### config.mk
export PLATFORM = sky130hd
export DESIGN_NAME = dual_clk_div
export DESIGN_NICKNAME = d
export VERILOG_FILES = /design/src/rtl/dclk_pkg.sv /design/src/rtl/dclk_cfg_reg.sv /design/src/rtl/dclk_chan.sv /design/src/rtl/dual_clk_div.sv
export SDC_FILE = /design/constraint.sdc
export NUM_CORES = 1
export LEC_CHECK = 0
export BUFFER_PORTS_ARGS = -buffer_cell sky130_fd_sc_hd__clkbuf_2
export CAP_MARGIN = 0
export CORE_MARGIN = 5
export CORE_UTILIZATION = 57
export DETAILED_ROUTE_END_ITERATION = 8
export HOLD_SLACK_MARGIN = 0.06
export PLACE_DENSITY = 0.79
export SYNTH_ARGS = -nofsm -noshare
export SYNTH_HDL_FRONTEND = slang
export SYNTH_SLANG_ARGS = --single-unit
### constraint.sdc
create_clock -name clk -period 2.25 [get_ports clk]
set_input_delay 0.45 -clock clk [delete_from_list [all_inputs] [get_ports clk]]
set_output_delay 0.45 -clock clk [all_outputs]
set_load 0.01 [all_outputs]
### src/rtl/dclk_pkg.sv
// Shared types and decode helpers for the dual clock divider.
// Assumes the 16-bit configuration layout listed in the brief.
package dclk_pkg;

    localparam int CFG_W   = 16;
    localparam int CODE_W  = 4;
    localparam int MAX_LG  = 7;
    localparam int LG_W    = $clog2(MAX_LG + 1);
    localparam int N_CHAN  = 2;

    // Configuration word, MSB first
    typedef struct packed {
        logic [3:0]        freq;
        logic [CODE_W-1:0] link_div;
        logic [CODE_W-1:0] core_div;
        logic              link_byp;
        logic              core_byp;
        logic              link_en;
        logic              core_en;
    } cfg_word_t;

    // Per-output working setting
    typedef struct packed {
        logic            en;
        logic            byp;
        logic [LG_W-1:0] lg;
    } chan_set_t;

    // Reserved codes have the top bit set
    function automatic logic code_reserved(input logic [CODE_W-1:0] code);
        return code[CODE_W-1];
    endfunction

    // Reserved codes fall back to divide by 1 (log2 = 0)
    function automatic logic [LG_W-1:0] code_to_lg(input logic [CODE_W-1:0] code);
        return code[CODE_W-1] ? '0 : code[LG_W-1:0];
    endfunction

endpackage

### src/rtl/dclk_cfg_reg.sv
// Configuration holding register with sticky reserved-code flags.
// Assumes writes arrive as single-cycle strobes in the clk domain.
module dclk_cfg_reg
    import dclk_pkg::*;
(
    input  logic              clk,
    input  logic              rst_n,
    input  logic              wr_en,
    input  logic [CFG_W-1:0]  wr_data,
    output cfg_word_t         cfg,
    output logic [N_CHAN-1:0] err
);

    cfg_word_t wr_word;
    assign wr_word = cfg_word_t'(wr_data);

    // Store the configuration word and capture reserved-code flags on each write
    always_ff @(posedge clk) begin
        if (!rst_n) begin
            cfg <= '0;
            err <= '0;
        end else if (wr_en) begin
            cfg    <= wr_word;
            err[0] <= code_reserved(wr_word.core_div);
            err[1] <= code_reserved(wr_word.link_div);
        end
    end

    // flags change only through a write
    a_r7_err_hold: assert property (@(posedge clk) disable iff (!rst_n)
        !wr_en |=> $stable(err));

    // the frequency field is loaded from the written word
    a_r8_freq_load: assert property (@(posedge clk) disable iff (!rst_n)
        wr_en |=> (cfg.freq == $past(wr_data[15:12])));

endmodule

### src/rtl/dclk_chan.sv
// One divided, gated output. It counts rising edges of the selected source,
// picks a counter bit for a 50% duty result, and takes over a requested
// setting only when its output is low and will stay low.
// Assumes each source stays low for at least two clk samples per period.
module dclk_chan
    import dclk_pkg::*;
#(
    parameter int CNT_W = MAX_LG
)
(
    input  logic      clk,
    input  logic      rst_n,
    input  chan_set_t want,
    input  logic      fast_lvl,
    input  logic      fast_rise,
    input  logic      byp_lvl,
    input  logic      byp_rise,
    output logic      clk_o
);

    chan_set_t        act;
    logic [CNT_W-1:0] cnt;
    logic             src_lvl;
    logic             src_rise;
    logic             raw;
    logic             out_d;
    logic             load;

    // Pick the active source level and edge
    always_comb begin
        src_lvl  = act.byp ? byp_lvl  : fast_lvl;
        src_rise = act.byp ? byp_rise : fast_rise;
    end

    // Select pass-through or the counter bit for the active ratio
    always_comb begin
        raw = src_lvl;
        for (int k = 1; k <= CNT_W; k++) begin
            if (act.lg == LG_W'(k)) raw = cnt[k-1];
        end
    end

    // Gate by enable, and allow a setting change only inside a low phase
    always_comb begin
        out_d = act.en & raw;
        load  = !clk_o && !out_d && (want != act);
    end

    // Register the output, the active setting and the edge counter
    always_ff @(posedge clk) begin
        if (!rst_n) begin
            act   <= '0;
            cnt   <= '0;
            clk_o <= 1'b0;
        end else begin
            clk_o <= out_d;
            if (load) begin
                act <= want;
                cnt <= '0;
            end else if (src_rise) begin
                cnt <= cnt + 1'b1;
            end
        end
    end

    // the setting is frozen while the output is high
    a_r9_hold_while_high: assert property (@(posedge clk) disable iff (!rst_n)
        clk_o |=> $stable(act));

    // a disabled output drives low on the next cycle
    a_r2_off_low: assert property (@(posedge clk) disable iff (!rst_n)
        !act.en |=> !clk_o);

    // the counter moves only on a source rising edge or a reload
    a_r4_cnt_hold: assert property (@(posedge clk) disable iff (!rst_n)
        (!load && !src_rise) |=> $stable(cnt));

endmodule

### src/rtl/dual_clk_div.sv
// Top level: configuration register, source edge sampling and two output
// channels. Assumes both source inputs are slow enough relative to clk.
module dual_clk_div
    import dclk_pkg::*;
(
    input  logic        clk,
    input  logic        rst_n,
    input  logic        cfg_we,
    input  logic [15:0] cfg_wdata,
    input  logic        fast_src,
    input  logic        byp_src,
    output logic        core_clk_o,
    output logic        link_clk_o,
    output logic [3:0]  freq_o,
    output logic [1:0]  cfg_err_o
);

    cfg_word_t         cfg;
    logic              fast_q, fast_qq, byp_q, byp_qq;
    logic              fast_rise, byp_rise;
    chan_set_t         want [N_CHAN];
    logic [N_CHAN-1:0] chan_out;

    dclk_cfg_reg u_cfg (
        .clk     (clk),
        .rst_n   (rst_n),
        .wr_en   (cfg_we),
        .wr_data (cfg_wdata),
        .cfg     (cfg),
        .err     (cfg_err_o)
    );

    // Sample both sources and keep one older copy for edge detection
    always_ff @(posedge clk) begin
        if (!rst_n) begin
            fast_q  <= 1'b0;
            fast_qq <= 1'b0;
            byp_q   <= 1'b0;
            byp_qq  <= 1'b0;
        end else begin
            fast_q  <= fast_src;
            fast_qq <= fast_q;
            byp_q   <= byp_src;
            byp_qq  <= byp_q;
        end
    end

    assign fast_rise = fast_q & ~fast_qq;
    assign byp_rise  = byp_q  & ~byp_qq;

    // Unpack the requested per-output settings
    always_comb begin
        want[0] = '{en: cfg.core_en, byp: cfg.core_byp, lg: code_to_lg(cfg.core_div)};
        want[1] = '{en: cfg.link_en, byp: cfg.link_byp, lg: code_to_lg(cfg.link_div)};
    end

    for (genvar g = 0; g < N_CHAN; g++) begin : g_chan
        dclk_chan #(.CNT_W(MAX_LG)) u_chan (
            .clk       (clk),
            .rst_n     (rst_n),
            .want      (want[g]),
            .fast_lvl  (fast_q),
            .fast_rise (fast_rise),
            .byp_lvl   (byp_q),
            .byp_rise  (byp_rise),
            .clk_o     (chan_out[g])
        );
    end

    assign core_clk_o = chan_out[0];
    assign link_clk_o = chan_out[1];
    assign freq_o     = cfg.freq;

endmodule

# After elaboration in Yosys (flattened, before gate mapping)
# Index checks and enable logic that the tools add are counted.
# totals
out_inout_bits	8
wordCells	77
in_bits	21
regBits	48
# op_classes
reduce_logical	10
eq_ne	16
bitwise	7
n_mux	20
add_sub_neg	2
# ops
operator	n
3-bit == test (second input constant)	8
1-bit 2-to-1 mux	18
7-bit by 1-bit adder with 7-bit output (second input constant)	2
3-bit by 2-bit == test with 1-bit output (second input constant)	4
5-bit != test	2
3-bit by 1-bit == test with 1-bit output (second input constant)	2
3-bit 2-to-1 mux	2
1-bit bitwise AND	4
1-bit logical AND	4
1-bit zero test	4
2-bit OR reduction	2
1-bit inverter	3

# Logic depth before layout (Yosys ltp)
# Gate-level depths: netlist (run 1).
# depth
ltp_word	13
mapped_depth	7
ltp_nobuf	5

# Cells and area by module
# From an unflattened synthesis (run 1), not the netlist that was laid out.
# unflattened
cells_unflattened	227
hier_area_um2	2252.2
# modules_own_cells
module	area_per_inst_um2	n_inst	seq_area_each_um2	cells_each
dclk_chan	733.2	2	260.2	79
dclk_cfg_reg	630.6	1	320.3	53
dual_clk_div	155.1	1	80.1	16

# Worst setup path before layout (run 1)
# No wires, ideal clock.
# synth_timing
path_kind	register -> register
from	register g_chan[1].u_chan.act[0] in the netlist's numbering
to	register g_chan[1].u_chan.act[0] in the netlist's numbering
slack_ps	321
setup_time_ps	72
n_path_buf	1
stages_incl_launch_ff	7
required_time_ps	2178
arrival_time_ps	1858
synth_period_minus_slack_ps	1929
path_cell_list	dfxtp_1 mux4_2 and3_4 a41o_1 nor3_2 buf_6 mux2i_1
# synth_via
elab_chain_len	12
word_cells_on_any_way	19
classes_between	8 x eq/ne; 7 x mux; 1 x bitwise; 3 x reduce/logical
# synth_lines
element	line	text
start: declaration	dclk_chan.sv:21	chan_set_t act;
start signal: assignment	dclk_chan.sv:58	act <= want;
3-bit by 1-bit == test with 1-bit output	dclk_chan.sv:39	if (act.lg == LG_W'(k)) raw = cnt[k-1];
1-bit 2-to-1 mux (7 in a row)	dclk_chan.sv:39	
1-bit bitwise AND	dclk_chan.sv:45	out_d = act.en & raw;
1-bit zero test	dclk_chan.sv:46	load = !clk_o && !out_d && (want != act);
1-bit logical AND	dclk_chan.sv:46	
1-bit logical AND (*)	dclk_chan.sv:46	
# Every way passes the cells marked *; elsewhere a longest branch is shown, timed or not.
# A chain may end at the register's enable or synchronous reset.

# Worst setup path in the final report (run 1)
# layout_timing
from	register g_chan[1].u_chan.act[0] in the netlist's numbering
to	register g_chan[1].u_chan.act[2] in the netlist's numbering
# The elaborated chain is that of the path after synthesis.

==> impl_metrics.yaml, run 1 <==
power_and_ir_drop:
  leakagePower_nw: 0.995
  p_per_area_mw_per_mm2: 733
  max-vdd-ir-drop_uv: 463
synthesis:
  synthCells: 234
  synthFlopType: "dfxtp_1"
  synth.most_common_cell: "dfxtp_1"
  synth_top_area_share_pct: 41.4
  synth_cell_type_count: 47
  yosys.area.top_type: "dfxtp_1"
  synth.avg_cell_area_um2: 9.51
  async_flop_share_pct: 0
  ys_top_cells_by_area: "dfxtp_1 (41%), mux2i_1 (14%), xor2_1 (4.7%)"
  synth-seq-cells: 46
  synth_nets: 257
  synth-edff-count: 0
  netlist_area_mm2: 0.00223
  yosysSeqAreaShare_pct: 41.4
  synth_warnings: 0
  synth_top_cells_by_count: "dfxtp_1 (46), mux2i_1 (31), nor2_1 (22)"
detailed_routing:
  drtPass1Iterations: 4
  avgRoutedWirePerCell_um: 13.6
  routed_wl_um: 4130
  drt-vias-per-instance: 5.57
  drc: 0
  drt_iter0_markers: 67
  final_antenna_net_count: 0
  vias: 1693
cells_and_area:
  final_cells: 304
  nets: 278
  antennaDiodeCount: 0
  area_delta_synth_final_pct: 9.39
  drive_above_1_share_pct: 17.6
outcome:
  status: "completed"
critical_path:
  worstSetupEndpointType: "flop"
  r2r-start: "g_chan[1].u_chan.act[0]"
  worst_setup_path_start_kind: "flop"
  cp.required_ps: 2470
  crit_arrival_ps: 2260
  worstPathMaxFanout: 11
  path_class: "flop to flop"
  startpoint: "g_chan[1].u_chan.act[0]"
clock_network:
  cts_buffer_depth: 2
  clockRootBuffer: "clkbuf_8"
  cts-resized-gates: 0
  insertion_delay_ps: 290
  cts_sinks: 46
  cts-buffers-inserted: 5
  cts.clk_slew.worst_paths_ps: 80
  cts_max_level: 2
  cts_hold_buffers: 0
  post_cts_buffers: 0
  cts_tree: "yes"
worst_hold_path:
  hp-start: "byp_src"
  min_path_type: "primary input to flop"
grt:
  grt_util_all_layers_pct: 17.0
  grt_pass1_wl_um: 7140
  overflow: 0
  grt_pass1_vias: 1692
  grt_max_degree: 35
  antenna_found_initial: 0
die:
  die_h_um: 72.5
  initial_core_util_pct: 59.9
  rows: 22
  core_mm2: 0.00372
  dieArea_mm2: 0.00525
  die_x_um: 72.5
  io_pins: 29
placed_design:
  hpwl_um: 2940
  port_buffers: 28
  placed_cells: 296
  place.gp.congestion: 0.812
timing:
  fin_tns_setup_ps: 0
  skew_ps: 5.13
  rsz0062_at_grt: "false"
  maxSlewViolCount: 0
  setup_viol: 0
  slew_headroom_pct: 58.4
  hold_viol_final: 0
  worstMarginPinSlew_ps: 608
  period_needed_ps: 2040
  fmaxAchievable_mhz: 491
  period_share_pct: 90.5
flow_run:
  max_cap_viol_count: 0
==> state kept, by name (all words and copies together) (netlist names) <==
| register | cells |
|---|---|
| u_cfg.cfg | 14 |
| g_chan.u_chan.act | 10 |
| byp_qq | 1 |
| g_chan.u_chan.clk_o | 2 |
| fast_qq | 1 |
| u_cfg.err | 2 |
| g_chan.u_chan.cnt | 14 |
| fast_q | 1 |
| byp_q | 1 |
==> path summary, 6_finish.rpt <==
kind / cells past startpoint / to / slack (ps)
worst max-delay path: 6 / g_chan[1].u_chan.act[2] / 210
worst min-delay path: 2 / byp_q / 360
worst max register to register: 6 / g_chan[1].u_chan.act[2] / 210
worst min register to register: 2 / g_chan[0].u_chan.act[3] / 490
==> worst max-delay path, cell delays in order (launching register included) <==
cell and delay [ps]:
dfxtp_1 450, mux4_2 530, and3_4 190, a41o_1 220
nor3_2 150, buf_4 220, mux2i_1 200
==> power breakdown <==
part           leakage (nW)  internal (mW)  switching [mW]
clock network        0.0482          0.248           0.264
logic                 0.571          0.173           0.181
registers             0.376          0.860          0.0605
==> metrics by stage <==
step	cell area [um^2]	power, mW	worst slack [ps]	hold WS (ps)	util (%)
finish	2430	1.79	214	356	65.5
floorplan	2230	1.21	321	452	-
CTS	2430	1.80	202	353	65.5
global placement	2340	1.28	304	469	63.1
global route	2430	1.88	92.0	358	65.5
detailed placement	2340	1.29	222	482	63.1
==> layer usage <==
metal  global-route usage, %  part of all wire [%]  wire length (um)
met2                    28.8                    48              1970
met1                    20.6                    46              1890
met3                    4.43                   5.1               212
met4                    6.35                   1.3                55
met5                       0                     0                 0
==> logic make-up after synthesis <==
group           count (synthesis)  share of synthesized area, %
flops                          46                          41.4
xor+xnor                       20                          7.87
compound gates                 18                          6.24
mux                            33                          15.5
simple gates                   94                          22.4
fa+ha+maj                       2                          1.12
buf+inv                        21                          5.56
==> layout make-up <==
| type | instances | area, um^2 |
|---|---|---|
| fill | 308 | 1280 |
| multi-input combinational | 167 | 1180 |
| sequential | 46 | 921 |
| timing repair buffer | 32 | 170 |
| clock buffer | 7 | 86.3 |
| tap | 48 | 60.1 |
| inverter | 3 | 11.3 |
| clock inverter | 1 | 5.00 |
==> placed cells by master, fill, tap and decap left out, types with 6 or more instances in the layout <==
cell	n
dfxtp_1	46
xnor2_1	8
nor2_1	22
clkbuf_2	28
nand3b_1	7
nor3_1	17
nand4_1	7
mux2i_1	31
xor2_1	12
clkbuf_8	6
nand2_1	19
No activity file was read; power rests on OpenSTA's default activity.
==> run 2, diff against run 1 <==
--- a/config.mk
+++ b/config.mk
@@ -5,6 +5,7 @@
 export SDC_FILE = /design/constraint.sdc
 export NUM_CORES = 1
 export LEC_CHECK = 0
+export ABC_AREA = 1
 export BUFFER_PORTS_ARGS = -buffer_cell sky130_fd_sc_hd__clkbuf_2
 export CAP_MARGIN = 0
 export CORE_MARGIN = 5
==> constraint.sdc (replaced) <==
create_clock -name clk -period 2.25 [get_ports clk]
set_input_delay 0.3375 -clock clk [delete_from_list [all_inputs] [get_ports clk]]
set_output_delay 0.3375 -clock clk [all_outputs]
set_load 0.01 [all_outputs]
==> run 2 against run 1 <==
Net effect:
- sequential cell count stayed put
- die area is 2.1% higher
- sequential share of layout area is 1.7 points lower
- sequential power is 21% higher
- synthesized area is 2.5% higher
- via count is 19% higher
- critical path depth is 3 higher
- first-iteration DRC count is 22% higher
- total power is 59% higher
- clock skew is 7.1 ps higher
- global-route usage is 0.85 points higher
- critical path type unchanged
- critical endpoint is now g_chan[0].u_chan.cnt[6]
==> impl_metrics.yaml, run 2 <==
cells_and_area:
  nets: 378
  reg_top3: "g_chan.u_chan.cnt: 14 flops, u_cfg.cfg: 14 flops, g_chan.u_chan.act: 10 flops"
  n_fill_cell: 358
  drive_above_1_share_pct: 17.1
  final_area_mm2: 0.00255
  antennaDiodeCount: 0
  final_cell_mix: "nand2_1 (83), nor2_1 (57), dfxtp_1 (46)"
  multi_input_area_mm2: 0.00112
  seqCellArea_um2: 921
  area_delta_synth_final_pct: 11.6
  final_cells: 406
  final_common_cell: "nand2_1"
grt:
  grt_pass1_wl_um: 7470
  grt_max_degree: 35
  grt_pass1_vias: 1752
  overflow: 0
  antenna_found_initial: 0
  grt_util_all_layers_pct: 17.8
placed_design:
  hpwl_um: 3130
  place_area_mm2: 0.00241
  port_buffers: 28
  placed_cells: 398
  place.gp.congestion: 0.807
critical_path:
  cp_common_cell: "nand2_1"
  worst-path-buf-inv: 1
  max_stage_delay_ps: 500
  worstPathMaxFanout: 9
  crit_chain: "inv_2, nand2_1, nand2_1, nand2_1, nor2_1, nor2_2, nand2_4, nand2_4, nor2_1"
  worstSetupEndpointType: "flop"
  worst_setup_path_start_kind: "flop"
  cp.required_ps: 2450
  ff2ff_setup_slack_ps: 780
  critPathSlowestCell: "dfxtp_1"
  path_class: "flop to flop"
  crit_arrival_ps: 1660
  crit_family: "simple AND/OR/NAND/NOR gates"
timing:
  worstMarginPinSlew_ps: 683
  setup_viol: 0
  period_needed_ps: 1470
  slew_headroom_pct: 54.5
  rsz0062_at_grt: "false"
  maxSlewViolCount: 0
  fin_tns_setup_ps: 0
  fmaxAchievable_mhz: 682
  hold_viol_final: 0
  skew_ps: 12.2
  period_share_pct: 65.2
clock_network:
  cts.clk_slew.worst_paths_ps: 80
  cts_hold_buffers: 0
  cts_sinks: 46
  cts-buffers-inserted: 5
  cts_buffer_depth: 2
  post_cts_buffers: 0
  clockRootBuffer: "clkbuf_8"
  insertion_delay_ps: 310
  cts_tree: "yes"
  cts_max_level: 2
  cts-resized-gates: 0
detailed_routing:
  avgRoutedWirePerCell_um: 10.8
  drt-vias-per-instance: 4.94
  drtPass1Iterations: 4
  drc: 0
  routed_wl_um: 4380
  vias: 2007
  drt_iter0_markers: 82
  final_antenna_net_count: 0
synthesis:
  synth_nets: 356
  synth_top_cells_by_count: "nand2_1 (83), nor2_1 (57), dfxtp_1 (46)"
  synth_cell_type_count: 25
  synth.avg_cell_area_um2: 6.85
  async_flop_share_pct: 0
  synth_warnings: 0
  yosys.area.top_type: "dfxtp_1"
  synth_top_area_share_pct: 40.4
  synthFlopType: "dfxtp_1"
  synth-seq-cells: 46
  netlist_area_mm2: 0.00228
  synthCells: 333
  ys_top_cells_by_area: "dfxtp_1 (40%), nand2_1 (14%), nor2_1 (9.4%)"
  synth-edff-count: 0
  synth.most_common_cell: "nand2_1"
  yosysSeqAreaShare_pct: 40.4
worst_hold_path:
  min_path_type: "primary input to flop"
outcome:
  status: "completed"
die:
  die_h_um: 73.3
  initial_core_util_pct: 57.9
  io_pins: 29
  rows: 23
  dieArea_mm2: 0.00537
  core_mm2: 0.00394
  die_x_um: 73.3
power_and_ir_drop:
  leakagePower_nw: 1.18
  max-vdd-ir-drop_uv: 755
  p_per_area_mw_per_mm2: 1120
flow_run:
  max_cap_viol_count: 0
[run 2: cells by family after synthesis]
kind of cell    after synthesis  share of synthesized area (%)
simple gates                182                           35.3
buf+inv                      56                           10.4
flops                        46                           40.4
compound gates               37                           9.05
xor+xnor                     10                           3.84
fa+ha+maj                     2                           1.10
[run 2: area by class of cell]
cell class | instances | share of cell area (%)
inverters | 43 | 6.34
clock buffers | 5 | 2.70
flip-flops and latches | 46 | 36.2
repair buffers | 28 | 5.50
multi-input cells | 231 | 44.1
clock inverters | 3 | 2.70
well taps | 50 | 2.46
[run 2: worst paths after layout]
| check | from | end | cells after the start |
|---|---|---|---|
| setup / recovery | g_chan[0].u_chan.act[0] | g_chan[0].u_chan.cnt[6] | 9 |
| hold / removal | fast_src | fast_q | 3 |
| setup reg to reg | g_chan[0].u_chan.act[0] | g_chan[0].u_chan.cnt[6] | 9 |
| hold reg to reg | fast_q | fast_qq | 2 |
[run 2: where the power goes]
part           leakage (nW)  internal (mW)  total, mW  switching (mW)
Sequential            0.378          0.946       1.11           0.167
Clock                0.0683          0.445      0.729           0.285
Combinational         0.730          0.359      0.999           0.640
Total                  1.18           1.75       2.84            1.09
[run 2: routing by layer]
metal,part of all wire (%),wire [um],up-vias,global-route usage (%)
met5,0,0,-,0
met4,1.5,66,0,6.56
met3,5.5,239,7,5.34
met2,44,1920,42,27.9
met1,49,2140,886,23.2
li1,-,-,1072,-
[run 2: worst register-to-register path: stages, from the launching register on]
cell and delay [ps]:
dfxtp_1 500, inv_2 110, nand2_1 80, nand2_1 40
nand2_1 60, nor2_1 50, nor2_2 200, nand2_4 140
nand2_4 130, nor2_1 60
[run 2: metrics by stage]
| step | total power, mW | worst slack [ps] | hold slack (ps) | utilization, % |
|---|---|---|---|---|
| floorplan | 1.94 | 1020 | 433 | - |
| global placement | 2.10 | 852 | 470 | 61.1 |
| detailed placement | 2.12 | 825 | 478 | 61.1 |
| CTS | 2.86 | 791 | 223 | 64.6 |
| global route | 3.06 | 662 | 233 | 64.6 |
| finish | 2.84 | 783 | 229 | 64.6 |
==> run 3, diff against run 2 <==
--- a/config.mk
+++ b/config.mk
@@ -5,7 +5,7 @@
 export SDC_FILE = /design/constraint.sdc
 export NUM_CORES = 1
 export LEC_CHECK = 0
-export ABC_AREA = 1
+export ABC_AREA = 0
 export BUFFER_PORTS_ARGS = -buffer_cell sky130_fd_sc_hd__clkbuf_2
 export CAP_MARGIN = 0
 export CORE_MARGIN = 5
==> constraint.sdc (replaced) <==
create_clock -name clk -period 1.4 [get_ports clk]
set_input_delay 0.21 -clock clk [delete_from_list [all_inputs] [get_ports clk]]
set_output_delay 0.21 -clock clk [all_outputs]
set_load 0.01 [all_outputs]
==> run 3 against run 2 <==
Net effect:
- the flow now finishes with violations (negative setup slack)
- critical path depth down 3
- clock power up 22%
- sequential share of layout area down 5.2 points
- setup slack worse by 1300 ps
- routed wire length up 30%
- critical path type unchanged
- highest routed layer unchanged
==> impl_metrics.yaml, run 3 (synthesis results as in run 1) <==
timing:
  maxSlewViolCount: 0
  slew_headroom_pct: 66.0
  fin_tns_setup_ps: -7940
  skew_ps: 4.68
  worstMarginPinSlew_ps: 507
  rsz0062_at_grt: "true"
  setup_viol: 25
  setup_ws_ps: -471
  period_needed_ps: 1870
  fmaxAchievable_mhz: 534
  hold_viol_final: 0
  period_share_pct: 134
  whs_ps: 113
detailed_routing:
  final_antenna_net_count: 0
  routed_wl_um: 5680
  drt_iter0_markers: 160
  drtPass1Iterations: 4
  vias: 2009
  avgRoutedWirePerCell_um: 16.0
  drc: 0
  drt-vias-per-instance: 5.68
placed_design:
  hpwl_um: 3640
  port_buffers: 28
  place.gp.congestion: 0.836
  place_area_mm2: 0.00269
  placed_cells: 338
  dp_slack_ps: -473
critical_path:
  r2r_cells: 6
  crit_arrival_ps: 2090
  critPathSlowestCell: "mux4_2"
  worst_setup_path_start_kind: "flop"
  path_class: "flop to flop"
  worstSetupEndpointType: "flop"
  max_stage_delay_ps: 490
  cp.required_ps: 1620
  crit_chain: "mux4_2, and3_4, a41o_1, nor3_4, buf_6, mux2i_1"
  worstPathMaxFanout: 6
cells_and_area:
  final_cells: 354
  area_delta_synth_final_pct: 35.2
  final_cell_mix: "buf_4 (48), dfxtp_1 (41), mux2i_1 (30)"
  n_fill_cell: 210
  final_common_cell: "buf_4"
  seqCellArea_um2: 932
  drive_above_1_share_pct: 39.5
  nets: 328
  antennaDiodeCount: 0
  reg_top3: "g_chan.u_chan.cnt: 14 flops, u_cfg.cfg: 14 flops, g_chan.u_chan.act: 10 flops"
  multi_input_area_mm2: 0.00134
  final_area_mm2: 0.00301
grt:
  overflow: 0
  grt_util_all_layers_pct: 21.9
  grt_max_degree: 24
  antenna_found_initial: 0
  grt_pass1_wl_um: 8970
  grt_pass1_vias: 1928
clock_network:
  cts_hold_buffers: 0
  cts_max_level: 2
  cts_sinks: 46
  cts_tree: "yes"
  cts_buffer_depth: 2
  insertion_delay_ps: 300
  clockRootBuffer: "clkbuf_8"
  cts.clk_slew.worst_paths_ps: 80
  cts-buffers-inserted: 5
die:
  die_h_um: 72.5
  dieArea_mm2: 0.00525
  rows: 22
  initial_core_util_pct: 59.9
  io_pins: 29
  core_mm2: 0.00372
  die_x_um: 72.5
power_and_ir_drop:
  p_per_area_mw_per_mm2: 1110
  leakagePower_nw: 1.29
  max-vdd-ir-drop_uv: 976
worst_hold_path:
  min_path_type: "primary input to flop"
  hold_depth: 2
flow_run:
  max_cap_viol_count: 0
outcome:
  violations: "negative setup slack"
  status: "complete, but fails checks"
[run 3: changes by cell type in the layout (fill, tap and decap cells not counted), sizes merged, moves of 5 or more]
| cell | change |
|---|---|
| xor2 | +5 |
| nand3 | -25 |
| mux2i | +31 |
| nand2 | -69 |
| nor3 | +16 |
| nand4 | +5 |
| nand3b | +7 |
| inv | -41 |
| o21ai | -17 |
| xnor2 | +5 |
| buf | +54 |
| nor2 | -41 |
| a21oi | -13 |
[run 3: worst paths after layout]
kind,slack (ps),endpoint,from
hold reg to reg,490,u_cfg.cfg[4],u_cfg.cfg[4]
setup reg to reg,-470,g_chan[1].u_chan.act[1],g_chan[1].u_chan.act[0]
hold / removal,110,fast_q,fast_src
setup / recovery,-470,g_chan[1].u_chan.act[1],g_chan[1].u_chan.act[0]
[run 3: area by class of cell]
type	count	area share [%]
Clock buffer	8	3.37
Inverter	3	0.374
Multi-Input combinational cell	167	44.4
Sequential cell	46	31.0
Tap cell	48	2.00
Timing Repair Buffer	82	18.9
[run 3: critical path: cells and delay by family (launching register included)]
kind	cells	cell delay (ps)
compound gates	1	240
simple gates	2	320
buf+inv	1	160
flops	1	350
mux	2	720
[run 3: power by group]
group | internal, mW | switching [mW] | leakage [nW] | total (mW)
Clock | 0.462 | 0.429 | 0.0506 | 0.892
Sequential | 1.38 | 0.0871 | 0.379 | 1.47
Combinational | 0.521 | 0.471 | 0.862 | 0.992
Total | 2.37 | 0.988 | 1.29 | 3.35
[run 3: per-layer routing]
layer / global-route usage (%) / vias to the layer above / routed length (um)
li1: - / 965 / -
met1: 27.6 / 964 / 2470
met2: 36.4 / 67 / 2820
met3: 4.99 / 13 / 279
met4: 7.99 / 0 / 111
met5: 0 / - / 0
[run 3: stage by stage]
stage               utilization (%)  total power [mW]
floorplan                         -              1.98
global placement               72.4              2.21
detailed placement             72.4              2.24
CTS                            78.6              3.22
global route                   81.0              3.53
finish                         81.0              3.35
[run 3: what timing repair did]
item / CTS / global route
setup buffers: 5 / 4
pin swaps: 7 / 7
gates cloned: 1 / 0
resized for setup: 22 / 15
setup endpoints to repair: 24 / 25
